### config.mk
export PLATFORM = sky130hd
export DESIGN_NAME = uart_irq_ident
export DESIGN_NICKNAME = d
export VERILOG_FILES = /design/src/rtl/uart_irq_pkg.sv /design/src/rtl/irq_level_cmp.sv /design/src/rtl/irq_modem_delta.sv /design/src/rtl/irq_cause_latch.sv /design/src/rtl/uart_irq_ident.sv
export SDC_FILE = /design/constraint.sdc
export NUM_CORES = 1
export LEC_CHECK = 0
export BUFFER_PORTS_ARGS = -buffer_cell sky130_fd_sc_hd__buf_2
export CORE_MARGIN = 2
export CORE_UTILIZATION = 40
export CTS_CLUSTER_SIZE = 8
export DETAILED_ROUTE_END_ITERATION = 6
export PLACE_DENSITY_LB_ADDON = 0.15
export SYNTH_ARGS = -nofsm -noshare
export SYNTH_HDL_FRONTEND = slang
export SYNTH_HIERARCHICAL = 1
export SYNTH_SLANG_ARGS = --single-unit
### constraint.sdc
create_clock -name clk -period 6.1 [get_ports clk]
set_input_delay 1.22 -clock clk [delete_from_list [all_inputs] [get_ports clk]]
set_output_delay 1.22 -clock clk [all_outputs]
set_load 0.02 [all_outputs]
### src/rtl/uart_irq_pkg.sv
package uart_irq_pkg;
  localparam int ID_W      = 5;
  localparam int EN_W      = 4;
  localparam int LVL_W     = 3;
  localparam int MDM_W     = 4;

  // identification bit positions (software decodes these)
  localparam int ID_LINE    = 0;
  localparam int ID_RXDATA  = 1;
  localparam int ID_RXTMO   = 2;
  localparam int ID_TXSPACE = 3;
  localparam int ID_MODEM   = 4;

  // enable bit positions in the configuration word
  localparam int EN_RX    = 0;
  localparam int EN_TX    = 1;
  localparam int EN_LINE  = 2;
  localparam int EN_MODEM = 3;

  localparam int TXLVL_LSB = 16;
  localparam int RXLVL_LSB = 20;

  // line status bits that count as errors: overrun, parity, framing, break, fifo error
  localparam logic [7:0] LINE_ERR_MASK = 8'b1001_1110;

  typedef struct packed {
    logic [EN_W-1:0]  en;
    logic [LVL_W-1:0] tx_lvl;
    logic [LVL_W-1:0] rx_lvl;
  } irq_cfg_t;

  function automatic irq_cfg_t decode_cfg(input logic [31:0] w);
    irq_cfg_t c;
    c.en     = w[EN_W-1:0];
    c.tx_lvl = w[TXLVL_LSB +: LVL_W];
    c.rx_lvl = w[RXLVL_LSB +: LVL_W];
    return c;
  endfunction

  // trigger level code -> byte threshold: 4 << code
  function automatic int unsigned lvl_bytes(input logic [LVL_W-1:0] lvl);
    return 32'd4 << lvl;
  endfunction

  // spread the four enables over the five identification bits
  function automatic logic [ID_W-1:0] en_to_id(input logic [EN_W-1:0] en);
    logic [ID_W-1:0] m;
    m[ID_LINE]    = en[EN_LINE];
    m[ID_RXDATA]  = en[EN_RX];
    m[ID_RXTMO]   = en[EN_RX];
    m[ID_TXSPACE] = en[EN_TX];
    m[ID_MODEM]   = en[EN_MODEM];
    return m;
  endfunction
endpackage

### src/rtl/irq_level_cmp.sv
module irq_level_cmp
  import uart_irq_pkg::*;
#(
  parameter int DEPTH = 1024,
  localparam int CNT_W = $clog2(DEPTH) + 1
) (
  input  logic             clk,
  input  logic             rst_n,
  input  logic [LVL_W-1:0] rx_lvl,
  input  logic [LVL_W-1:0] tx_lvl,
  input  logic [CNT_W-1:0] rx_count,
  input  logic [CNT_W-1:0] tx_count,
  output logic             rx_hit,
  output logic             tx_hit
);
  logic [CNT_W-1:0] rx_thr, tx_thr, tx_free;

  always_comb begin
    rx_thr  = CNT_W'(lvl_bytes(rx_lvl));
    tx_thr  = CNT_W'(lvl_bytes(tx_lvl));
    tx_free = CNT_W'(DEPTH) - tx_count;
    rx_hit  = (rx_count >= rx_thr);
    tx_hit  = (tx_free >= tx_thr);
  end


  rx_empty_quiet_chk: assert property (@(posedge clk) disable iff (!rst_n)
    (rx_count == '0) |-> !rx_hit);


  tx_full_quiet_chk: assert property (@(posedge clk) disable iff (!rst_n)
    (tx_count == CNT_W'(DEPTH)) |-> !tx_hit);
endmodule

### src/rtl/irq_modem_delta.sv
module irq_modem_delta
  import uart_irq_pkg::*;
(
  input  logic             clk,
  input  logic             rst_n,
  input  logic [MDM_W-1:0] modem_in,
  input  logic             clr,
  output logic [MDM_W-1:0] delta,
  output logic [MDM_W-1:0] level
);
  logic             primed;
  logic [MDM_W-1:0] edge_seen;

  // bit 2 (RI) reacts only to a falling edge, others to any change
  always_comb begin
    edge_seen = '0;
    if (primed) begin
      for (int i = 0; i < MDM_W; i++)
        edge_seen[i] = (i == 2) ? (level[i] & ~modem_in[i])
                                : (level[i] ^ modem_in[i]);
    end
  end

  always_ff @(posedge clk) begin
    if (!rst_n) begin
      primed <= 1'b0;
      level  <= '0;
      delta  <= '0;
    end else begin
      primed <= 1'b1;
      level  <= modem_in;
      delta  <= (clr ? '0 : delta) | edge_seen;
    end
  end


  delta_clear_chk: assert property (@(posedge clk) disable iff (!rst_n)
    (clr && primed && modem_in == level) |=> (delta == '0));
endmodule

### src/rtl/irq_cause_latch.sv
module irq_cause_latch
  import uart_irq_pkg::*;
(
  input  logic            clk,
  input  logic            rst_n,
  input  logic [ID_W-1:0] set_req,
  input  logic            clr_wr,
  input  logic [ID_W-1:0] clr_mask,
  input  logic [ID_W-1:0] en_id,
  output logic [ID_W-1:0] id,
  output logic            irq
);
  logic [ID_W-1:0] clr_eff;

  assign clr_eff = clr_wr ? clr_mask : '0;

  always_ff @(posedge clk) begin
    if (!rst_n) id <= '0;
    else        id <= (id | set_req) & ~clr_eff;
  end

  assign irq = |(id & en_id);


  clear_wins_chk: assert property (@(posedge clk) disable iff (!rst_n)
    clr_wr |=> ((id & $past(clr_mask)) == '0));


  sticky_hold_chk: assert property (@(posedge clk) disable iff (!rst_n)
    !clr_wr |=> ((id & $past(id)) == $past(id)));


  set_latch_chk: assert property (@(posedge clk) disable iff (!rst_n)
    (!clr_wr && set_req != '0) |=> ((id & $past(set_req)) == $past(set_req)));


  mask_all_chk: assert property (@(posedge clk) disable iff (!rst_n)
    (en_id == '0) |-> !irq);
endmodule

### src/rtl/uart_irq_ident.sv
module uart_irq_ident
  import uart_irq_pkg::*;
#(
  parameter int DEPTH = 1024,
  localparam int CNT_W = $clog2(DEPTH) + 1
) (
  input  logic             clk,
  input  logic             rst_n,
  input  logic [31:0]      cfg_word,
  input  logic [CNT_W-1:0] rx_count,
  input  logic [CNT_W-1:0] tx_count,
  input  logic             rx_tmo,
  input  logic [7:0]       line_sts,
  input  logic [3:0]       modem_in,
  input  logic             sts_wr,
  input  logic [7:0]       sts_wdata,
  output logic             irq,
  output logic [4:0]       irq_id,
  output logic [7:0]       modem_sts
);
  irq_cfg_t        cfg;
  logic            rx_hit, tx_hit, line_hit, modem_hit, clr_modem;
  logic [MDM_W-1:0] m_delta, m_level;
  logic [ID_W-1:0] set_req, en_id;
  logic            unused_bits;

  assign cfg         = decode_cfg(cfg_word);
  assign en_id       = en_to_id(cfg.en);
  assign unused_bits = ^{cfg_word[31:23], cfg_word[19], cfg_word[15:4], sts_wdata[7:5]};

  irq_level_cmp #(.DEPTH(DEPTH)) u_lvl (
    .clk      (clk),
    .rst_n    (rst_n),
    .rx_lvl   (cfg.rx_lvl),
    .tx_lvl   (cfg.tx_lvl),
    .rx_count (rx_count),
    .tx_count (tx_count),
    .rx_hit   (rx_hit),
    .tx_hit   (tx_hit)
  );

  assign clr_modem = sts_wr & sts_wdata[ID_MODEM];

  irq_modem_delta u_mdm (
    .clk      (clk),
    .rst_n    (rst_n),
    .modem_in (modem_in),
    .clr      (clr_modem),
    .delta    (m_delta),
    .level    (m_level)
  );

  assign line_hit  = |(line_sts & LINE_ERR_MASK);
  assign modem_hit = |m_delta;

  always_comb begin
    set_req             = '0;
    set_req[ID_LINE]    = line_hit  & cfg.en[EN_LINE];
    set_req[ID_RXDATA]  = rx_hit    & cfg.en[EN_RX];
    set_req[ID_RXTMO]   = rx_tmo    & cfg.en[EN_RX];
    set_req[ID_TXSPACE] = tx_hit    & cfg.en[EN_TX];
    set_req[ID_MODEM]   = modem_hit & cfg.en[EN_MODEM];
  end

  irq_cause_latch u_latch (
    .clk      (clk),
    .rst_n    (rst_n),
    .set_req  (set_req),
    .clr_wr   (sts_wr),
    .clr_mask (sts_wdata[ID_W-1:0]),
    .en_id    (en_id),
    .id       (irq_id),
    .irq      (irq)
  );

  assign modem_sts = {m_level, m_delta};


  disabled_quiet_chk: assert property (@(posedge clk) disable iff (!rst_n)
    (cfg.en == '0 && irq_id == '0) |=> (irq_id == '0));
endmodule

# ---- Word-level counts from Yosys, hierarchy flattened
# Index checks and enable logic that the tools add are counted.
dict set report classes {
  addsub 1
  multipliers 0
  div 0
  n_lt_le_gt_ge 2
  n_eq_ne 0
  shift 2
  muxes 4
  n_bitwise 16
  reduce_logical 3
}
# operator n
set ops {}
lappend ops {{11-bit greater-or-equal comparator} 2}
lappend ops {{3-bit by 3-bit left shift with 11-bit output (first input constant)} 2}
lappend ops {{11-bit subtractor (first input constant)} 1}
lappend ops {{5-bit AND} 2}
lappend ops {{5-bit OR reduction} 2}
lappend ops {{4-bit two-way mux} 2}
lappend ops {{1-bit AND} 7}
lappend ops {{5-bit two-way mux} 1}
lappend ops {{5-bit NOT} 1}
lappend ops {{5-bit bitwise OR} 1}
lappend ops {{4-bit bitwise OR} 1}
lappend ops {{4-bit OR reduction} 1}
lappend ops {{1-bit bitwise XOR} 3}
lappend ops {{1-bit two-way mux} 1}
lappend ops {{1-bit NOT} 1}
dict set report word_totals {
  regBits 14
  latchBits 0
  mem_bits_rw 0
  rom_bits 0
  in_bits 78
  wordCells 32
  mem_count 0
}

# ---- Longest topological paths before layout
# Gate-level depths: netlist of the first run.
dict set report logic_depth {
  word_depth 5
  ltp_mapped 13
  mapped_depth_nobuf 13
}

# ---- By module
# Netlist of the first run, hierarchy kept.
# mod instances cells_each area_each_um2 seq_area_each_um2
set modules_own_cells {}
lappend modules_own_cells {irq_level_cmp 1 79 611.8 0.0}
lappend modules_own_cells {irq_modem_delta 1 26 301.5 180.2}
lappend modules_own_cells {irq_cause_latch 1 18 171.4 100.1}
lappend modules_own_cells {uart_irq_ident 1 7 51.3 0.0}

# ---- Least setup slack after synthesis of the first run
# Ideal clock, no wire load.
dict set report synth_path {
  kind {input to register}
  from {in tx_count[0]}
  to {reg u_latch.id[3]}
  arrival_time_ps 3182
  setup_slack_ps 2798
  cell_stages 12
  n_path_buf 0
  path_cell_list {inv_1 > ha_1 > or4b_4 > nor4_2 > xnor2_1 > ha_1 > a21o_1 > a21oi_1 > o211ai_1 > and2_1 > o21ai_0 > a21oi_1}
}
dict set report synth_between {
  elab_chain_cells 5
}
# item line_no
set synth_lines {}
lappend synth_lines {{from (decl)} uart_irq_ident.sv:11} ;# input logic [CNT_W-1:0] tx_count,
lappend synth_lines {{11-bit subtractor} irq_level_cmp.sv:21} ;# tx_free = CNT_W'(DEPTH) - tx_count;
lappend synth_lines {{11-bit greater-or-equal comparator} irq_level_cmp.sv:23} ;# tx_hit = (tx_free >= tx_thr);
lappend synth_lines {{net tx_hit} uart_irq_ident.sv:22} ;# logic rx_hit, tx_hit, line_hit, modem_hit, clr_modem;
lappend synth_lines {{1-bit AND} uart_irq_ident.sv:61} ;# set_req[ID_TXSPACE] = tx_hit & cfg.en[EN_TX];
lappend synth_lines {{net set_req[3]} uart_irq_ident.sv:24} ;# logic [ID_W-1:0] set_req, en_id;
lappend synth_lines {{5-bit bitwise OR} irq_cause_latch.sv:19} ;# else id <= (id | set_req) & ~clr_eff;
lappend synth_lines {{5-bit AND} irq_cause_latch.sv:19}
lappend synth_lines {{to (signal assigned)} irq_cause_latch.sv:19}
lappend synth_lines {{to (decl)} irq_cause_latch.sv:10} ;# output logic [ID_W-1:0] id,
# The timed path passes the listed nets, and every way through them passes these cells.
# A chain may end at the register's enable or synchronous reset.

# ---- Worst setup path after layout of the first run
# Same ends and word-level chain as after synthesis.

==> impl_summary.txt, run 1 <==
----------------------------------------------------
[Setup path]
  Arr. time, crit path ... 3.47 ns
  Critical Path Sink Type ... flop
  Slowest cell on crit path ... sky130_fd_sc_hd__or4b_4
  Endpoint of the worst-slack reg-to-reg timing path ... u_latch/id[4]$_SDFF_PN0_
  Critical path fanouts, max ... 3
  Number of buffer and inverter stages on the critical path ... 2
  Worst r2r path cells ... 3
  Largest stage delay, worst path ... 0.50 ns
  Startpoint type of the worst setup path ... input pin
  Required time of the critical path ... 6.26 ns
  Setup slack, reg-to-reg ... 5.02 ns
  Worst flop-to-flop path startpoint ... u_mdm/delta[1]$_SDFF_PN0_
  Cells traversed along the worst timing path ... buf_2, inv_1, ha_1, or4b_4, nor4_2, xnor2_1, ha_1, a21o_1, a21oi_1, o211ai_1, and2_1, o21ai_0, a21oi_1
  Gate family responsible for the most delay along the worst path ... simple AND/OR/NAND/NOR gates
  Worst Path Class, Setup ... input pin to flop

[Synthesis]
  Post-Syn Nets ... 225
  Fraction of the yosys area taken by sequential cells ... 0.2467
  Most frequent cells after synthesis ... 17 x sky130_fd_sc_hd__ha_1, 14 x sky130_fd_sc_hd__dfxtp_1, 10 x sky130_fd_sc_hd__nand3b_1, 10 x sky130_fd_sc_hd__xnor2_1, 9 x sky130_fd_sc_hd__a21oi_1
  YS warnings ... 6
  Dominant cell type by area after synthesis ... sky130_fd_sc_hd__dfxtp_1
  Post-synth EDFFs ... 0
  Largest cells by area after synthesis ... sky130_fd_sc_hd__dfxtp_1 25%, sky130_fd_sc_hd__ha_1 19%, sky130_fd_sc_hd__xnor2_1 7.7%
  Post-synthesis sequential element count ... 14
  Instance count of the mapped netlist ... 130
  Post-synth top area share ... 0.2467
  Most instantiated flip-flop cell in the synthesis netlist ... sky130_fd_sc_hd__dfxtp_1
  FFs w/ async S/R, synth ... 0
  Post-synthesis instance area ... 0.001136 mm2
  Post-synth cell types ... 33
  Average footprint of a synthesized cell ... 8.739 um2
  Most numerous cell in the Yosys netlist ... sky130_fd_sc_hd__ha_1

[Pwr]
  Part of the total power dissipated in combinational logic ... 0.320
  Switching component of the power ... 0.07416 mW
  Total power density per cell area ... 162.1 mW/mm2
  Switching share of total power ... 0.3017
  Leakage power of the design ... 0.6877 nW
  Part of the power in registers ... 0.414
  Share of total power in the clock network ... 0.266
  Internal power ... 0.1717 mW
  Maximum ir drop on the vdd rail ... 115.4 uV

[Drt]
  Routed wl met2 ... 1084 um
  Number of DRC violations after detailed-routing iteration 0 ... 24
  Wirelength per Cell ... 11.18 um
  Via density per instance ... 5.088
  Met3 routed wirelength ... 201 um
  Uppermost routed layer ... met3
  Final Routed Wirelength ... 2527 um
  Total vias in the final route ... 1150
  Number of optimization iterations in the first detailed-route pass ... 4
  Remaining antenna violation count after routing ... 0
  Post-route DRC ... 0
  Routed length on met1 ... 1242 um

[Worst hold path]
  Worst hold path startpoint ... u_mdm/delta[1]$_SDFF_PN0_
  Hold path depth ... 2
  Worst hold endpoint ... u_mdm/delta[1]$_SDFF_PN0_
  Classification of the worst-slack hold path ... flop to flop

[Flow run]
  Max_cap viols ... 0

[CTS]
  Clock edge transition at the registers on the reported setup and hold paths ... 0.09 ns
  H-tree depth reported by CTS ... 1
  Cts repair resizes ... 0
  TritonCTS clock tree ... done
  Number of buffers created by CTS ... 3
  Num Clock Sinks ... 14
  Buffers from clock root to sink, at most ... 2
  Clock latency at the later pin of the worst-skew pair ... 0.27 ns
  Postcts setup bufs ... 0
  Hold buffer count at cts ... 0
  Root buffer selected by CTS ... sky130_fd_sc_hd__clkbuf_4

[Timing]
  Setup repair after global routing missed its margin ... no
  Least-Margin Pin Slew ... 0.2668 ns
  Slack of the critical path ... 2.793 ns
  Part of the cycle the worst path needs ... 0.5421
  Final hold violation count ... 0
  Max Slew Vio Count ... 0
  Smallest hold slack ... 0.4908 ns
  Min Clock Period, post-route ... 3.307 ns
  Sum of negative setup slack ... 0 ns
  Total of endpoints with negative setup slack in the final report ... 0
  Max_slew headroom ... 0.8221
  Highest clock rate ... 302.4 MHz
  Clock skew ... 0.007018 ns

[Placement]
  Minimum setup slack after placement ... 2.486 ns
  Port Buffers ... 61
  Half-perimeter wire length after placement ... 2155 um
  Routability Congestion ... 0.7769

[Floorplan]
  Starting Density ... 0.4156
  Die height ... 57.30 um
  Number of placement rows ... 19
  Die Outline Area ... 0.003283 mm2
  Chip Width ... 57.30 um
  Core Area ... 0.002734 mm2
  Count of pins on the block boundary ... 92

[Status]
  Run status ... finished, final reports clean

[Global route]
  Global route overflow ... 0
  Initial antenna violation count ... 0
  Largest net degree at the start of global routing ... 16
  Via count of the first global-routing pass ... 1050
  GRT Overall Usage ... 0.1621
  Global-route wire length before repair ... 4374 um

[Cells and area]
  Antenna cell count ... 0
  Post-layout net count ... 291
  Count of filler cells inserted in the layout ... 272
  Synth-to-Final Area Change ... 33.48%
  Fraction of layout cells with a size suffix above 1 ... 0.3744

----------------------------------------------------
[cells in the final DEF, fill, tap and decap left out, types with 4 or more instances in the layout]
cell and n:
sky130_fd_sc_hd__nand2_1 7, sky130_fd_sc_hd__buf_2 61, sky130_fd_sc_hd__xnor2_1 10, sky130_fd_sc_hd__or3b_1 4
sky130_fd_sc_hd__o21ai_0 6, sky130_fd_sc_hd__a21oi_1 9, sky130_fd_sc_hd__and2_2 4, sky130_fd_sc_hd__nor2_1 7
sky130_fd_sc_hd__o21ai_1 5, sky130_fd_sc_hd__ha_1 17, sky130_fd_sc_hd__dfxtp_1 14, sky130_fd_sc_hd__nand3_1 4
sky130_fd_sc_hd__and2_1 4, sky130_fd_sc_hd__nand3b_1 10
[cell type report]
cell class | instances | area [um2] | area share
Tap cell | 31 | 38.79 | 0.02558
Timing Repair Buffer | 61 | 305.3 | 0.2013
Multi-Input combinational cell | 114 | 848.3 | 0.5594
Clock buffer | 4 | 36.28 | 0.02393
Inverter | 2 | 7.507 | 0.004951
Sequential cell | 14 | 280.3 | 0.1848
[worst max-delay path by stage]
stage / slack (ns) / endpoint / cells past startpoint / startpoint
floorplan: 2.80 / u_latch/id[3]$_SDFF_PN0_ / 12 / tx_count[0]
global placement: 2.53 / u_latch/id[3]$_SDFF_PN0_ / 14 / tx_count[0]
detailed placement: 2.49 / u_latch/id[3]$_SDFF_PN0_ / 13 / tx_count[0]
CTS: 2.77 / u_latch/id[3]$_SDFF_PN0_ / 13 / tx_count[0]
global route: 2.55 / u_latch/id[3]$_SDFF_PN0_ / 13 / tx_count[0]
finish: 2.79 / u_latch/id[3]$_SDFF_PN0_ / 13 / tx_count[0]
[worst reg2reg max path, delay by kind of cell (launching register included)]
kind / cells / cell delay [ns]
AO/OA/AOI/OAI: 3 / 0.64
flip-flops: 1 / 0.33
[power by group through the flow]
| stage | registers (mW) | logic (mW) | clock network, mW |
|---|---|---|---|
| 5_1_grt | 0.103 | 0.0895 | 0.0706 |
| 4_1_cts | 0.102 | 0.0795 | 0.0677 |
| 6_report | 0.102 | 0.0788 | 0.0653 |
| 3_5_place_dp | 0.104 | 0.0791 | 0 |
| 2_1_floorplan | 0.111 | 0.0363 | 0 |
| 3_3_place_gp | 0.104 | 0.0764 | 0 |
[per-layer routing]
layer  GRT usage  up-vias
met2      0.2545       49
li1            -      614
met1      0.2339      487
met5           0        -
met3     0.02494        0
met4     0.03987        0
[metrics by stage]
stage,util,area [um2],std cells,power (mW)
2_1_floorplan,-,1136,130,0.1469
3_5_place_dp,0.5414,1480,222,0.1830
6_report,0.5547,1516,226,0.2458
5_1_grt,0.5547,1516,226,0.2628
4_1_cts,0.5547,1516,226,0.2489
3_3_place_gp,0.5414,1480,222,0.1799
[registers in the layout, summed over array words and instances (netlist names)]
signal / cells
u_latch/id: 5
u_mdm/primed: 1
u_mdm/level: 4
u_mdm/delta: 4
[kinds of logic (layout without fill, tap and decap cells)]
kind of cell | after synthesis | count (layout) | synth area share
compound gates | 30 | 30 | 0.1597
xor+xnor | 12 | 12 | 0.09251
fa+ha+maj | 17 | 17 | 0.1872
buf+inv | 2 | 67 | 0.006610
flops | 14 | 14 | 0.2467
simple gates | 55 | 55 | 0.3073
Note: power is estimated with default switching activity, not from simulation.
==> run 2, diff against run 1 <==
--- a/config.mk
+++ b/config.mk
@@ -7,7 +7,7 @@
 export LEC_CHECK = 0
 export BUFFER_PORTS_ARGS = -buffer_cell sky130_fd_sc_hd__buf_2
 export CORE_MARGIN = 2
-export CORE_UTILIZATION = 40
+export CORE_UTILIZATION = 39
 export CTS_CLUSTER_SIZE = 8
 export DETAILED_ROUTE_END_ITERATION = 6
 export PLACE_DENSITY_LB_ADDON = 0.15
==> constraint.sdc (replaced) <==
create_clock -name clk -period 3.24 [get_ports clk]
set_input_delay 0.648 -clock clk [delete_from_list [all_inputs] [get_ports clk]]
set_output_delay 0.648 -clock clk [all_outputs]
set_load 0.02 [all_outputs]
==> run 2 against run 1 <==
Count of clock-buffer cells in the layout down 1; hold slack better by 0.010 ns; sequential power up 88%; sequential cell count unchanged; combinational power up 89%; die area up 2.4%; routed wire length up 6.3%; worst setup slack worse by 2.3 ns; register-to-register slack worse by 2.9 ns; clock skew down 0.0015 ns.
==> impl_summary.txt, run 2 (same netlist as run 1, synthesis figures left out) <==
----------------------------------------------------
[Placement]
  Routability Congestion ... 0.7130 (was 0.7769)
  Port Buffers ... 61 (unchanged)
  Half-perimeter wire length after placement ... 2321 um (was 2155 um)

[CTS]
  H-tree depth reported by CTS ... 1 (unchanged)
  Clock latency at the later pin of the worst-skew pair ... 0.27 ns (about the same)
  Clock edge transition at the registers on the reported setup and hold paths ... 0.08 ns (was 0.09 ns)
  Cts repair resizes ... 0 (unchanged)
  Postcts setup bufs ... 0 (unchanged)
  TritonCTS clock tree ... done (unchanged)
  Hold buffer count at cts ... 0 (unchanged)
  Number of buffers created by CTS ... 3 (unchanged)
  Num Clock Sinks ... 14 (unchanged)
  Buffers from clock root to sink, at most ... 2 (unchanged)
  Root buffer selected by CTS ... sky130_fd_sc_hd__clkbuf_4 (unchanged)

[Global route]
  Met3 track demand over resource ... 0.01563 (was 0.02494)
  Global-route wire length before repair ... 4843 um (was 4374 um)
  Largest net degree at the start of global routing ... 16 (unchanged)
  Met1 layer usage reported by global route ... 0.2154 (was 0.2339)
  GR met2 Demand/Resource ... 0.3360 (was 0.2545)
  GRT Overall Usage ... 0.1776 (was 0.1621)
  Via count of the first global-routing pass ... 1191 (was 1050)
  Global route overflow ... 0 (unchanged)
  Global-route layer with the greatest usage ... met2 (unchanged)
  Initial antenna violation count ... 0 (unchanged)

[Floorplan]
  Number of placement rows ... 19 (unchanged)
  Starting Density ... 0.4120 (was 0.4156)
  Chip Width ... 57.97 um (was 57.30 um)
  Die Outline Area ... 0.003361 mm2 (was 0.003283 mm2)
  Core Area ... 0.002758 mm2 (was 0.002734 mm2)
  Count of pins on the block boundary ... 92 (unchanged)
  Die height ... 57.97 um (was 57.30 um)

[Timing]
  Sum of negative setup slack ... 0 ns (unchanged)
  Max Slew Vio Count ... 0 (unchanged)
  Clock skew ... 0.005525 ns (was 0.007018 ns)
  Total of endpoints with negative setup slack in the final report ... 0 (unchanged)
  Final hold violation count ... 0 (unchanged)
  Setup repair after global routing missed its margin ... no (unchanged)
  Max_slew headroom ... 0.8211 (was 0.8221)
  Least-Margin Pin Slew ... 0.2684 ns (was 0.2668 ns)
  Highest clock rate ... 358.7 MHz
  Smallest hold slack ... 0.5008 ns (was 0.4908 ns)
  Min Clock Period, post-route ... 2.788 ns
  Part of the cycle the worst path needs ... 0.8604

[Setup path]
  Worst Path Class, Setup ... input pin to flop (unchanged)
  Number of buffer and inverter stages on the critical path ... 2 (unchanged)
  Critical path fanouts, max ... 3 (unchanged)
  Arr. time, crit path ... 2.95 ns (was 3.47 ns)
  Required time of the critical path ... 3.40 ns (was 6.26 ns)
  Cells traversed along the worst timing path ... buf_2, inv_1, ha_1, or4b_4, nor2_1, xnor2_1, ha_1, nand2_1, a21oi_1, a211oi_1, o211ai_1, and2_1, o21ai_0, a21oi_1 (was buf_2, inv_1, ha_1, or4b_4, nor4_2, xnor2_1, ha_1, a21o_1, a21oi_1, o211ai_1, and2_1, o21ai_0, a21oi_1)
  Gate family responsible for the most delay along the worst path ... simple AND/OR/NAND/NOR gates (unchanged)
  Startpoint type of the worst setup path ... input pin (unchanged)
  Slowest cell on crit path ... sky130_fd_sc_hd__or4b_4 (unchanged)
  Critical Path Sink Type ... flop (unchanged)
  Largest stage delay, worst path ... 0.50 ns (about the same)

[Cells and area]
  Count of filler cells inserted in the layout ... 283 (was 272)
  Largest registers ... u_latch/id (5), u_mdm/delta (4), u_mdm/level (4) (unchanged)
  Most common cell after layout, fill and taps aside ... sky130_fd_sc_hd__buf_2 (unchanged)
  Antenna cell count ... 0 (unchanged)
  Fraction of layout cells with a size suffix above 1 ... 0.3711 (was 0.3744)
  Area used by sequential logic in the layout ... 280.3 um2 (unchanged)
  Most frequent cells in the layout ... 61 x sky130_fd_sc_hd__buf_2, 17 x sky130_fd_sc_hd__ha_1, 14 x sky130_fd_sc_hd__dfxtp_1, 10 x sky130_fd_sc_hd__xnor2_1, 10 x sky130_fd_sc_hd__nand3b_1 (unchanged)
  Post-layout net count ... 291 (unchanged)
  Area taken by multi-input logic gates ... 848.3 um2 (unchanged)
  Register ranked first by flip-flop count ... u_latch/id (unchanged)
  Synth-to-Final Area Change ... 32.27% (was 33.48%)
  Max reg flops ... 5 (unchanged)

[Drt]
  Total vias in the final route ... 1187 (was 1150)
  Final Routed Wirelength ... 2685 um (was 2527 um)
  Wirelength per Cell ... 11.93 um (was 11.18 um)
  Remaining antenna violation count after routing ... 0 (unchanged)
  Number of DRC violations after detailed-routing iteration 0 ... 34 (was 24)
  Post-route DRC ... 0 (unchanged)
  Via density per instance ... 5.276 (was 5.088)
  Number of optimization iterations in the first detailed-route pass ... 4 (unchanged)

[Worst hold path]
  Classification of the worst-slack hold path ... flop to flop (unchanged)

[Status]
  Run status ... finished, final reports clean (unchanged)

[Pwr]
  Total power density per cell area ... 288.9 mW/mm2 (was 162.1 mW/mm2)
  Leakage power of the design ... 0.6805 nW (was 0.6877 nW)
  Maximum ir drop on the vdd rail ... 240.6 uV (was 115.4 uV)
  Total Power Consumption ... 0.4342 mW (was 0.2458 mW)

[Flow run]
  Max_cap viols ... 0 (unchanged)

----------------------------------------------------
==> run 2: cell types whose count changed in the layout (fill, tap and decap cells not counted), sizes merged <==
cell	change
clkbuf	-1
==> run 2: power by group <==
part           leakage (nW)  switching [mW]  total (mW)  internal (mW)
registers             0.116         0.00796       0.192          0.184
clock network        0.0138          0.0500      0.0930         0.0430
logic                 0.551          0.0779       0.149         0.0715
total                 0.681           0.136       0.434          0.298
==> run 2: final timing paths <==
path,from,to,depth (start not counted),slack (ns)
max,tx_count[0],u_latch/id[3]$_SDFF_PN0_,14,0.45
min,u_mdm/primed$_DFF_P_,u_mdm/delta[1]$_SDFF_PN0_,2,0.50
max reg2reg,u_mdm/delta[1]$_SDFF_PN0_,u_latch/id[4]$_SDFF_PN0_,3,2.15
min reg2reg,u_mdm/primed$_DFF_P_,u_mdm/delta[1]$_SDFF_PN0_,2,0.50
==> run 2: per-stage QoR <==
stage	cell area (um2)	instances	setup WS, ns	utilization
after detailed placement	1480	222	0.1397	0.5368
after CTS	1503	225	0.4174	0.5449
after floorplan	1136	130	0.5105	-
after global placement	1480	222	0.1806	0.5368
final	1503	225	0.4523	0.5449
after global routing	1503	225	0.2329	0.5449
==> run 2: metal layers <==
layer,wire [um],part of all wire
met1,1145,0.43
met2,1326,0.49
met3,191,0.071
met4,22,0.0082
met5,0,0
==> run 2: area by class of cell <==
type / instances / area share
Multi-Input combinational cell: 114 / 0.5645
Timing Repair Buffer: 61 / 0.2032
Sequential cell: 14 / 0.1865
Tap cell: 31 / 0.02581
Clock buffer: 3 / 0.01499
Inverter: 2 / 0.004996
==> run 2: tightest hold or removal path: stages (launching register included) <==
cell and delay (ns):
sky130_fd_sc_hd__dfxtp_1 0.33, sky130_fd_sc_hd__nand2_2 0.08, sky130_fd_sc_hd__o21ai_1 0.05
